--- src/rtl/rx_ring_pkg.sv ---
package rx_ring_pkg;
    typedef enum logic [2:0] {
        ST_HDR, ST_FETCH, ST_COPY, ST_STREAM, ST_DRAIN, ST_WB
    } rx_state_e;

    localparam int BIT_RDONE = 6;
    localparam int BIT_RUNAV = 7;
    localparam int BIT_ABN   = 15;
    localparam int BIT_NRM   = 16;

    localparam logic [3:0] RA_CTRL = 4'd0;
    localparam logic [3:0] RA_IE   = 4'd1;
    localparam logic [3:0] RA_STAT = 4'd2;
    localparam logic [3:0] RA_BASE = 4'd3;
    localparam logic [3:0] RA_CUR  = 4'd4;
    localparam logic [3:0] RA_FRM  = 4'd5;
    localparam logic [3:0] RA_BYT  = 4'd6;
    localparam logic [3:0] RA_BC   = 4'd7;
    localparam logic [3:0] RA_MC   = 4'd8;
endpackage

--- src/rtl/rx_ring_classify.sv ---
module rx_ring_classify (
    input  logic [47:0] dest,
    output logic        is_bcast,
    output logic        is_mcast
);
    always_comb begin
        is_bcast = &dest;
        is_mcast = dest[0] && !is_bcast;
    end
endmodule

--- src/rtl/rx_ring_regs.sv ---
module rx_ring_regs
    import rx_ring_pkg::*;
#(
    parameter int AW    = 32,
    parameter int LEN_W = 14,
    parameter int CNT_W = 32
) (
    input  logic             clk,
    input  logic             rst_n,
    input  logic             cfg_we,
    input  logic [3:0]       cfg_addr,
    input  logic [31:0]      cfg_wdata,
    output logic [31:0]      cfg_rdata,
    output logic             irq,
    input  logic             ev_short,
    input  logic             ev_unavail,
    input  logic             ev_done,
    input  logic             ev_wrap,
    input  logic [LEN_W-1:0] ev_len,
    input  logic             is_bcast,
    input  logic             is_mcast,
    output logic             rx_en,
    output logic [AW-1:0]    cur_ptr
);
    localparam logic [AW-1:0] DESC_BYTES = AW'(32);
    localparam logic [CNT_W-1:0] CRC_BYTES = CNT_W'(4);

    typedef struct packed {
        logic             rx_on;
        logic [31:0]      ie;
        logic [31:0]      stat;
        logic [AW-1:0]    base;
        logic [AW-1:0]    cur;
        logic [CNT_W-1:0] frames;
        logic [CNT_W-1:0] bytes;
        logic [CNT_W-1:0] bc;
        logic [CNT_W-1:0] mc;
    } regs_t;

    regs_t q, n;
    logic [31:0] clr, set;
    logic        base_wr;

    always_comb begin
        n       = q;
        clr     = '0;
        set     = '0;
        base_wr = cfg_we && (cfg_addr == RA_BASE);
        if (cfg_we) begin
            case (cfg_addr)
                RA_CTRL: n.rx_on = cfg_wdata[1];
                RA_IE:   n.ie    = cfg_wdata;
                RA_STAT: clr     = cfg_wdata;
                RA_BASE: begin
                    n.base = cfg_wdata[AW-1:0];
                    n.cur  = cfg_wdata[AW-1:0];
                end
                default: ;
            endcase
        end
        if (ev_short || ev_done) begin
            set[BIT_RDONE] = 1'b1;
            set[BIT_NRM]   = 1'b1;
        end
        if (ev_unavail) begin
            set[BIT_RUNAV] = 1'b1;
            set[BIT_ABN]   = 1'b1;
        end
        if (ev_done) begin
            n.frames = q.frames + 1'b1;
            n.bytes  = q.bytes + CNT_W'(ev_len) + CRC_BYTES;
            if (is_bcast) n.bc = q.bc + 1'b1;
            if (is_mcast) n.mc = q.mc + 1'b1;
            if (!base_wr) n.cur = ev_wrap ? q.base : q.cur + DESC_BYTES;
        end
        n.stat = (q.stat & ~clr) | set;
    end

    always_ff @(posedge clk) begin
        if (!rst_n) q <= '0;
        else        q <= n;
    end

    always_comb begin
        case (cfg_addr)
            RA_CTRL: cfg_rdata = {30'd0, q.rx_on, 1'b0};
            RA_IE:   cfg_rdata = q.ie;
            RA_STAT: cfg_rdata = q.stat;
            RA_BASE: cfg_rdata = 32'(q.base);
            RA_CUR:  cfg_rdata = 32'(q.cur);
            RA_FRM:  cfg_rdata = 32'(q.frames);
            RA_BYT:  cfg_rdata = 32'(q.bytes);
            RA_BC:   cfg_rdata = 32'(q.bc);
            RA_MC:   cfg_rdata = 32'(q.mc);
            default: cfg_rdata = '0;
        endcase
    end

    assign irq     = |(q.stat & q.ie);
    assign rx_en   = q.rx_on;
    assign cur_ptr = q.cur;

    // a base write takes over the pointer on the next cycle
    a_r9_base_load: assert property (@(posedge clk) disable iff (!rst_n)
        base_wr |=> (q.cur == $past(cfg_wdata[AW-1:0])));
    // step without wrap
    a_r6_step: assert property (@(posedge clk) disable iff (!rst_n)
        (ev_done && !ev_wrap && !base_wr) |=> (q.cur == $past(q.cur) + DESC_BYTES));
    // wrap returns to base
    a_r6_wrap: assert property (@(posedge clk) disable iff (!rst_n)
        (ev_done && ev_wrap && !base_wr) |=> (q.cur == $past(q.base)));
    // cleared bits stay cleared when no event sets them
    a_r8_w1c: assert property (@(posedge clk) disable iff (!rst_n)
        (cfg_we && cfg_addr == RA_STAT && !ev_done && !ev_short && !ev_unavail)
        |=> ((q.stat & $past(cfg_wdata)) == 32'd0));
    // byte counter adds length plus the CRC bytes
    a_r7_bytes: assert property (@(posedge clk) disable iff (!rst_n)
        ev_done |=> (q.bytes == $past(q.bytes) + CNT_W'($past(ev_len)) + CRC_BYTES));
endmodule

--- src/rtl/rx_ring_fsm.sv ---
module rx_ring_fsm
    import rx_ring_pkg::*;
#(
    parameter int AW    = 32,
    parameter int LEN_W = 14,
    parameter int HDR_N = 12
) (
    input  logic             clk,
    input  logic             rst_n,
    input  logic             rx_en,
    input  logic [AW-1:0]    cur_ptr,
    input  logic             s_valid,
    input  logic [7:0]       s_data,
    input  logic             s_last,
    output logic             s_ready,
    output logic             mem_req,
    output logic             mem_we,
    output logic [AW-1:0]    mem_addr,
    output logic [3:0]       mem_wstrb,
    output logic [31:0]      mem_wdata,
    input  logic [31:0]      mem_rdata,
    output logic             ev_short,
    output logic             ev_unavail,
    output logic             ev_done,
    output logic             ev_wrap,
    output logic [LEN_W-1:0] ev_len,
    output logic [47:0]      dest
);
    localparam int IW = $clog2(HDR_N);
    localparam logic [LEN_W-1:0] HDR_LAST = LEN_W'(HDR_N - 1);
    localparam logic [IW-1:0]    IDX_LAST = IW'(HDR_N - 1);
    localparam logic [IW-1:0]    FETCH_END = IW'(3);

    typedef struct packed {
        rx_state_e          st;
        logic [LEN_W-1:0]   cnt;
        logic [IW-1:0]      idx;
        logic               own;
        logic               wrap;
        logic [AW-1:0]      buf_addr;
        logic               got_last;
        logic [HDR_N*8-1:0] hdr;
    } fsm_t;

    fsm_t q, n;
    logic [AW-1:0] byte_addr;

    always_comb begin
        n          = q;
        s_ready    = 1'b0;
        mem_req    = 1'b0;
        mem_we     = 1'b0;
        mem_addr   = '0;
        mem_wstrb  = '0;
        mem_wdata  = '0;
        ev_short   = 1'b0;
        ev_unavail = 1'b0;
        ev_done    = 1'b0;
        ev_wrap    = 1'b0;
        ev_len     = q.cnt;
        byte_addr  = '0;
        case (q.st)
            ST_HDR: begin
                s_ready = rx_en || (q.cnt != '0);
                if (s_valid && s_ready) begin
                    n.hdr[q.cnt[IW-1:0]*8 +: 8] = s_data;
                    n.cnt = q.cnt + 1'b1;
                    if (q.cnt == HDR_LAST) begin
                        n.st       = ST_FETCH;
                        n.idx      = '0;
                        n.got_last = s_last;
                    end else if (s_last) begin
                        ev_short = 1'b1;
                        n.cnt    = '0;
                    end
                end
            end
            ST_FETCH: begin
                if (q.idx != FETCH_END) begin
                    mem_req  = 1'b1;
                    mem_addr = cur_ptr + AW'({q.idx, 2'b00});
                    n.idx    = q.idx + 1'b1;
                end
                case (q.idx)
                    IW'(1): n.own  = mem_rdata[31];
                    IW'(2): n.wrap = mem_rdata[15];
                    default: ;
                endcase
                if (q.idx == FETCH_END) begin
                    n.buf_addr = mem_rdata[AW-1:0];
                    n.idx      = '0;
                    if (q.own) begin
                        n.st = ST_COPY;
                    end else begin
                        ev_unavail = 1'b1;
                        n.cnt      = '0;
                        n.st       = q.got_last ? ST_HDR : ST_DRAIN;
                    end
                end
            end
            ST_COPY: begin
                byte_addr = q.buf_addr + AW'(q.idx);
                mem_req   = 1'b1;
                mem_we    = 1'b1;
                mem_addr  = byte_addr;
                mem_wstrb = 4'b0001 << byte_addr[1:0];
                mem_wdata = {4{q.hdr[q.idx*8 +: 8]}};
                if (q.idx == IDX_LAST) n.st = q.got_last ? ST_WB : ST_STREAM;
                else                   n.idx = q.idx + 1'b1;
            end
            ST_STREAM: begin
                s_ready = 1'b1;
                if (s_valid) begin
                    byte_addr = q.buf_addr + AW'(q.cnt);
                    mem_req   = 1'b1;
                    mem_we    = 1'b1;
                    mem_addr  = byte_addr;
                    mem_wstrb = 4'b0001 << byte_addr[1:0];
                    mem_wdata = {4{s_data}};
                    n.cnt     = q.cnt + 1'b1;
                    if (s_last) n.st = ST_WB;
                end
            end
            ST_DRAIN: begin
                s_ready = 1'b1;
                if (s_valid && s_last) n.st = ST_HDR;
            end
            ST_WB: begin
                mem_req   = 1'b1;
                mem_we    = 1'b1;
                mem_addr  = cur_ptr;
                mem_wstrb = 4'hf;
                mem_wdata = ((32'(q.cnt) + 32'd4) << 16) | 32'h0000_0300;
                ev_done   = 1'b1;
                ev_wrap   = q.wrap;
                n.cnt     = '0;
                n.st      = ST_HDR;
            end
            default: n.st = ST_HDR;
        endcase
    end

    always_ff @(posedge clk) begin
        if (!rst_n) q <= '{st: ST_HDR, default: '0};
        else        q <= n;
    end

    assign dest = q.hdr[47:0];

    // nothing is taken while receive is off between frames
    a_r1_idle_off: assert property (@(posedge clk) disable iff (!rst_n)
        (q.st == ST_HDR && q.cnt == '0 && !rx_en) |-> !s_ready);
    // a short frame never reaches memory
    a_r2_short_quiet: assert property (@(posedge clk) disable iff (!rst_n)
        ev_short |-> !mem_req);
    // a refused frame is drained without memory traffic
    a_r3_drain_quiet: assert property (@(posedge clk) disable iff (!rst_n)
        (q.st == ST_DRAIN) |-> !mem_req);
    // data writes touch exactly one byte lane
    a_r4_one_lane: assert property (@(posedge clk) disable iff (!rst_n)
        (mem_req && mem_we && mem_wstrb != 4'hf) |-> ($countones(mem_wstrb) == 1));
    // completion word releases ownership and carries the fixed flags
    a_r5_wb_word: assert property (@(posedge clk) disable iff (!rst_n)
        (mem_req && mem_we && mem_wstrb == 4'hf)
        |-> (!mem_wdata[31] && mem_wdata[15:0] == 16'h0300));
endmodule

--- src/rtl/rx_ring_dma.sv ---
module rx_ring_dma
    import rx_ring_pkg::*;
#(
    parameter int AW    = 32,
    parameter int LEN_W = 14,
    parameter int CNT_W = 32,
    parameter int HDR_N = 12
) (
    input  logic          clk,
    input  logic          rst_n,
    input  logic          cfg_we,
    input  logic [3:0]    cfg_addr,
    input  logic [31:0]   cfg_wdata,
    output logic [31:0]   cfg_rdata,
    output logic          irq,
    input  logic          s_valid,
    input  logic [7:0]    s_data,
    input  logic          s_last,
    output logic          s_ready,
    output logic          mem_req,
    output logic          mem_we,
    output logic [AW-1:0] mem_addr,
    output logic [3:0]    mem_wstrb,
    output logic [31:0]   mem_wdata,
    input  logic [31:0]   mem_rdata
);
    logic             rx_en, ev_short, ev_unavail, ev_done, ev_wrap;
    logic             is_bcast, is_mcast;
    logic [LEN_W-1:0] ev_len;
    logic [AW-1:0]    cur_ptr;
    logic [47:0]      dest;

    rx_ring_fsm #(.AW(AW), .LEN_W(LEN_W), .HDR_N(HDR_N)) u_fsm (
        .clk(clk), .rst_n(rst_n), .rx_en(rx_en), .cur_ptr(cur_ptr),
        .s_valid(s_valid), .s_data(s_data), .s_last(s_last), .s_ready(s_ready),
        .mem_req(mem_req), .mem_we(mem_we), .mem_addr(mem_addr),
        .mem_wstrb(mem_wstrb), .mem_wdata(mem_wdata), .mem_rdata(mem_rdata),
        .ev_short(ev_short), .ev_unavail(ev_unavail), .ev_done(ev_done),
        .ev_wrap(ev_wrap), .ev_len(ev_len), .dest(dest)
    );

    rx_ring_classify u_cls (
        .dest(dest), .is_bcast(is_bcast), .is_mcast(is_mcast)
    );

    rx_ring_regs #(.AW(AW), .LEN_W(LEN_W), .CNT_W(CNT_W)) u_regs (
        .clk(clk), .rst_n(rst_n), .cfg_we(cfg_we), .cfg_addr(cfg_addr),
        .cfg_wdata(cfg_wdata), .cfg_rdata(cfg_rdata), .irq(irq),
        .ev_short(ev_short), .ev_unavail(ev_unavail), .ev_done(ev_done),
        .ev_wrap(ev_wrap), .ev_len(ev_len), .is_bcast(is_bcast),
        .is_mcast(is_mcast), .rx_en(rx_en), .cur_ptr(cur_ptr)
    );
endmodule

--- config.mk ---
export PLATFORM = sky130hd
export DESIGN_NAME = rx_ring_dma
export DESIGN_NICKNAME = d
export VERILOG_FILES = /design/src/rtl/rx_ring_pkg.sv /design/src/rtl/rx_ring_classify.sv /design/src/rtl/rx_ring_regs.sv /design/src/rtl/rx_ring_fsm.sv /design/src/rtl/rx_ring_dma.sv
export SDC_FILE = /design/constraint.sdc
export NUM_CORES = 1
export LEC_CHECK = 0
export ABC_AREA = 1
export BUFFER_PORTS_ARGS = -buffer_cell sky130_fd_sc_hd__buf_4
export CAP_MARGIN = 10
export CORE_ASPECT_RATIO = 1.1
export CORE_MARGIN = 3
export CORE_UTILIZATION = 43
export CTS_CLUSTER_DIAMETER = 60
export DETAILED_ROUTE_END_ITERATION = 6
export SYNTH_ARGS = -nofsm -noshare
export SYNTH_HDL_FRONTEND = slang
export SYNTH_SLANG_ARGS = --single-unit
--- constraint.sdc ---
create_clock -name clk -period 2.35 [get_ports clk]
set_input_delay 0 -clock clk [delete_from_list [all_inputs] [get_ports clk]]
set_output_delay 0 -clock clk [all_outputs]
set_load 0.005 [all_outputs]
## Word-level counts from Yosys, hierarchy flattened

Index checks and enable logic that the tools add are counted.

- Flip-flop bits (word level): 409
- Output and inout port bits: 104

- $add $sub $neg: 13
- Eq/ne operators: 29
- Shift-type cells: 5
- Multiplexer cells: 53
- Bitwise logic cells: 4
- Reductions and logical operators: 29

Operators by type and width:

| operator | number |
|---|---|
| $mux W32 | 11 |
| $pmux W32 S9 | 1 |
| $mux W160 | 1 |
| $pmux W32 S4 | 1 |
| $add A32 B1 Y32 const B | 3 |
| $bwmux W96 | 1 |
| $pmux W32 S3 | 1 |
| $shift A8 B34 Y96 const A | 1 |
| $shiftx A8 B34 Y96 | 1 |
| $shiftx A96 B8 Y8 | 1 |
| $add A32 B14 Y32 | 2 |
| $and A32 B32 Y32 | 2 |
| $pmux W14 S4 | 1 |
| $reduce_and A49 Y1 | 1 |
| $reduce_and A48 Y1 | 1 |
| $mux W14 | 3 |
| $mux W21 | 2 |
| $neg A7 Y34 | 1 |
| $add A32 B3 Y32 const B | 1 |
| $add A32 B4 Y32 | 1 |
| $add A32 B6 Y32 | 1 |
| $add A32 B6 Y32 const B | 1 |
| $not A32 Y32 | 1 |
| $or A32 B17 Y32 | 1 |
| other kinds (38) | 92 |

## Longest topological paths before layout

- Depth after elaboration: 8
- Gate-level depth with buffers: 17

## Hierarchy

Synthesis repeated with hierarchy kept, for this count alone.

- Cell total of the unflattened synthesis: 4718
- Area total of the unflattened synthesis: 28512.3 um^2

Modules (own cells, without submodules):

| module | instances | cells an instance | area each (um^2) |
|---|---|---|---|
| rx_ring_regs | 1 | 2465 | 15521.1 |
| rx_ring_fsm | 1 | 2204 | 12806.0 |
| rx_ring_classify | 1 | 49 | 185.2 |

## Least setup slack after synthesis

OpenSTA, ideal clock, no wires.

- Path type: reg-to-reg
- From: register u_fsm.q, in the netlist u_fsm.ev_len[0]
- To: register u_fsm.q[87] in the netlist's numbering
- Library setup time: 113 ps
- Arrival time: 2412 ps
- Required time: 2237 ps
- Slack: -175 ps
- Stages on the path, launching flop included: 18
- Buffers on the path: 4
- Clock period less this slack: 2525 ps
- Cell sequence: dfxtp_1 -> inv_1 -> clkbuf_1 -> clkbuf_1 -> ha_1 -> nand2_4 -> clkinv_4 -> nand2_1 -> nor2_1 -> nand2_2 -> nand3_1 -> buf_6 -> nor2_1 -> nand2_2 -> buf_6 -> nand2_1 -> nand2_1 -> nor2_1

- Longest elaborated chain between the ends: 4
- Elaborated cells on any way between the ends: 8

Ends and longest elaborated chain:

| element | RTL line | RTL |
|---|---|---|
| from (decl) | rx_ring_fsm.sv:45 | `fsm_t q, n;` |
| from (signal assigned) | rx_ring_fsm.sv:145 | `else q <= n;` |
| branches (longest 4 deep; another with $neg A7 Y34) | n/a |  |

Parallel ways; which one is timed is not known.
A chain may end at the register's enable or synchronous reset.

## Worst setup path in the final report

- From: register u_fsm.q[97] in the netlist's numbering
- To: output mem_addr[8]

- Longest elaborated chain between the ends: 3
- Elaborated cells on any way between the ends: 4

Ends and longest elaborated chain:

| element | RTL line | RTL |
|---|---|---|
| $add A32 B14 Y32 | rx_ring_fsm.sv:114 | `byte_addr = q.buf_addr + AW'(q.cnt);` |
| $mux W32 | rx_ring_fsm.sv:113 | `if (s_valid) begin` |
| $pmux W32 S4 (*) | rx_ring_fsm.sv:62 | `case (q.st)` |
| to (decl) | rx_ring_dma.sv:22 | `output logic [AW-1:0] mem_addr,` |

Mark *: on every way between the ends. The rest lies on a longest branch, timed or not.

==> flow_summary_export.csv <==
group,metric,value,unit
critical_path,r2r_setup_slack,0.09,ns
layout,nets,5076,
place,place_area,30910,um^2
critical_path,start_kind,"flip-flop",
timing,slew_viol_final,0,
timing,setup-tns-final,-10.45,ns
clock_tree,cts_tree,"done",
timing,fin_crit_sh,1.146,
floorplanning,row_count,96,
synthesis,avgSynthCellArea,6.122,um^2
clock_tree,h-tree-depth,2,
routing,post_drt_wl_per_cell,20.65,um
synthesis,ys_ff_latch,409,
global_route,grt_pass1_vias,29940,
layout,layout_commonest_cell,"nand2_1",
layout,n_antenna_cell,0,
critical_path,path_class,"reg2out",
timing,slew_headroom,0.4832,
critical_path,rr_worst_depth,11,
layout,area_growth,34.85,%
timing,worst_pin_slew,0.7692,ns
layout,stdcell_count,5797,
synthesis,netlist_area,27490,um^2
timing,fin_crit,2.694,ns
timing,hold_slack,0.06511,ns
routing,drtIter0Drc,3411,
place,io_buffers,184,
synthesis,synth-warning-count,0,
clock_tree,cts_inserted_buffers,50,
layout,layout_common_cells,"1046 x nand2_1, 472 x inv_1, 456 x nor2_1, 382 x buf_4, 367 x dfxtp_1",
synthesis,yosysUniqueCellTypes,57,
routing,drc,0,
place,gp_congestion,1.005,
status,status,"finished with violations",
layout,final_util,0.5902,
run,cap_violations,0,
global_route,antenna_found_initial,2,
global_route,grt_usage,0.3398,
timing,skew,0.03706,ns
routing,first_pass_iters,6,
floorplanning,core_area,62820,um^2
synthesis,synth-async-reset-ratio,0,
synthesis,synth_ff_type,"dfxtp_1",
critical_path,critPathCaptureType,"output pin",
clock_tree,clk_pin_slew,0.06,ns
layout,finalInstanceArea,37080,um^2
synthesis,ys_seq_area_frac,0.2978,
floorplanning,dieArea,67010,um^2
clock_tree,cts_buffer_depth,3,
critical_path,worst-endpoint-required,2.35,ns
critical_path,worstSetupStartpoint,"u_fsm.q[97]",
critical_path,worst_ep_arrival_time,2.69,ns
routing,detail-route-antenna-nets,0,
timing,rsz0062_at_grt,"true",
power,power_density,551.5,nW/um^2
floorplanning,start_util,0.4377,
timing,max_clock_freq,371.2,MHz
floorplanning,die-width,247.1,um
floorplanning,dieHeight,271.2,um
clock_tree,clk_latency,0.63,ns
layout,fillers,6088,
synthesis,syn-num-nets,4641,
global_route,grt_max_degree,102,
timing,setup_violations,61,
place,dp_cells,5534,
routing,wirelength,119700,um
critical_path,cp-endpoint,"mem_addr[8]",
clock_tree,numClockSinks,409,
critical_path,r2r-start,"u_fsm.ev_len[2]",
power,p_leak,0.01548,uW
global_route,grt_overflow,0,
timing,hold_viol,0,
timing,postLayoutSetupSlackWorst,-0.3438,ns
min_path,hold_class,"in2reg",
critical_path,critical_path.max_fanout,5,
routing,via_count,32670,
layout,drive_gt1_frac,0.2220,
synthesis,synth-edff-count,0,
status,violations,"negative setup slack",
power,vdd_ir_drop_max,0.0005848,V
floorplanning,io-pin-count,185,
synthesis,synth_cells,4491,
place,dp_hpwl,88400,um
routing,drt-vias-per-instance,5.636,
global_route,grt_pass1_wl,178300,um
clock_tree,cts_root_buf,"clkbuf_16",
critical_path,r2r-end,"u_fsm.q[93]",
## logic make-up (layout without fill, tap and decap cells)
family,Yosys count,after routing,synth area share
AND/OR/NAND/NOR,2290,2290,0.3534
AO/OA/AOI/OAI,910,910,0.1844
buffers and inverters,726,1199,0.1039
flip-flops,409,409,0.2978
XOR/XNOR,87,87,0.02799
adder cells (fa/ha/maj),69,69,0.03249
## where the power goes
group          total [uW]  internal (uW)  switching, uW
combinational        4940           1610           3340
clock                8360           4940           3420
sequential           7150           7050           99.3
## routing by layer
metal	up-vias	track usage	share of wire
met5	-	0	0.00026
met1	15200	0.4641	0.42
met4	4	0.1508	0.054
met3	298	0.03586	0.074
met2	1479	0.5406	0.45
li1	15690	-	-
## how the worst min path moves through the flow
| stage | from | endpoint | slack [ns] | cells after the start |
|---|---|---|---|---|
| 3_3_place_gp | mem_rdata[0] | u_fsm.q[97] | 0.23 | 3 |
| 6_report | cfg_we | u_regs.q[224] | 0.07 | 4 |
| 2_1_floorplan | s_data[4] | mem_wdata[20] | 0.10 | 2 |
| 3_5_place_dp | mem_rdata[3] | u_fsm.q[100] | 0.23 | 3 |
| 5_1_grt | cfg_we | u_regs.q[239] | 0.08 | 4 |
| 4_1_cts | cfg_we | u_regs.q[224] | 0.04 | 4 |
## cell type report
type                            instances  area, um^2  share of cell area
Inverter                              530        2054             0.05541
Clock inverter                         25       337.8            0.009112
Tap cell                              833        1042             0.02811
Clock buffer                           65        1418             0.03824
Sequential cell                       409        8270              0.2231
Timing Repair Buffer                  579        5268              0.1421
Multi-Input combinational cell       3356       18690              0.5040
## what timing repair did
action / 4_1_cts / 5_1_grt
endpoints found under the hold margin: 267 / 0
pin swaps: 92 / 140
hold buffers: 77 / 0
resized for setup: 403 / 373
endpoints found under the setup margin: 93 / 186
cloned: 4 / 1
buffers inserted: 51 / 49
## state kept, by name, indices dropped and copies added (netlist names)
| signal | flops |
|---|---|
| u_regs.rx_en | 1 |
| u_fsm.ev_len | 14 |
| u_regs.q | 224 |
| u_regs.cur_ptr | 32 |
| u_fsm.q | 90 |
| u_fsm.dest | 48 |
## Yosys cell counts (38+ instances only)
library cell	n	share of area
dfxtp_1	409	0.30
inv_1	503	0.069
nor2_1	524	0.072
nand4_1	75	0.017
xor2_1	60	0.019
clkbuf_1	121	0.017
nand3_1	350	0.064
o21ai_0	306	0.056
buf_2	38	0.0069
a221oi_1	50	0.016
a21oi_1	383	0.070
nand2_1	1154	0.16
ha_1	65	0.030
nor3_1	102	0.019
o22ai_1	54	0.012
## critical path: stages (launching register included)
cell and delay [ns]:
dfxtp_4 0.37, buf_12 0.13, ha_4 0.15, fa_2 0.39
inv_2 0.06, o21ai_1 0.05, buf_4 0.17, nand2_4 0.06
nand2_1 0.06, o211ai_1 0.15, o2111ai_2 0.25, buf_4 0.21
## metrics by stage
stage | power [uW] | setup slack (ns)
global placement | 11410 | -0.1508
detailed placement | 11400 | -0.1046
CTS | 20150 | -0.3875
finish | 20450 | -0.3438
floorplan | 9822 | 0.02442
global route | 21130 | -0.3830
Power figures use the tool's default switching activity.
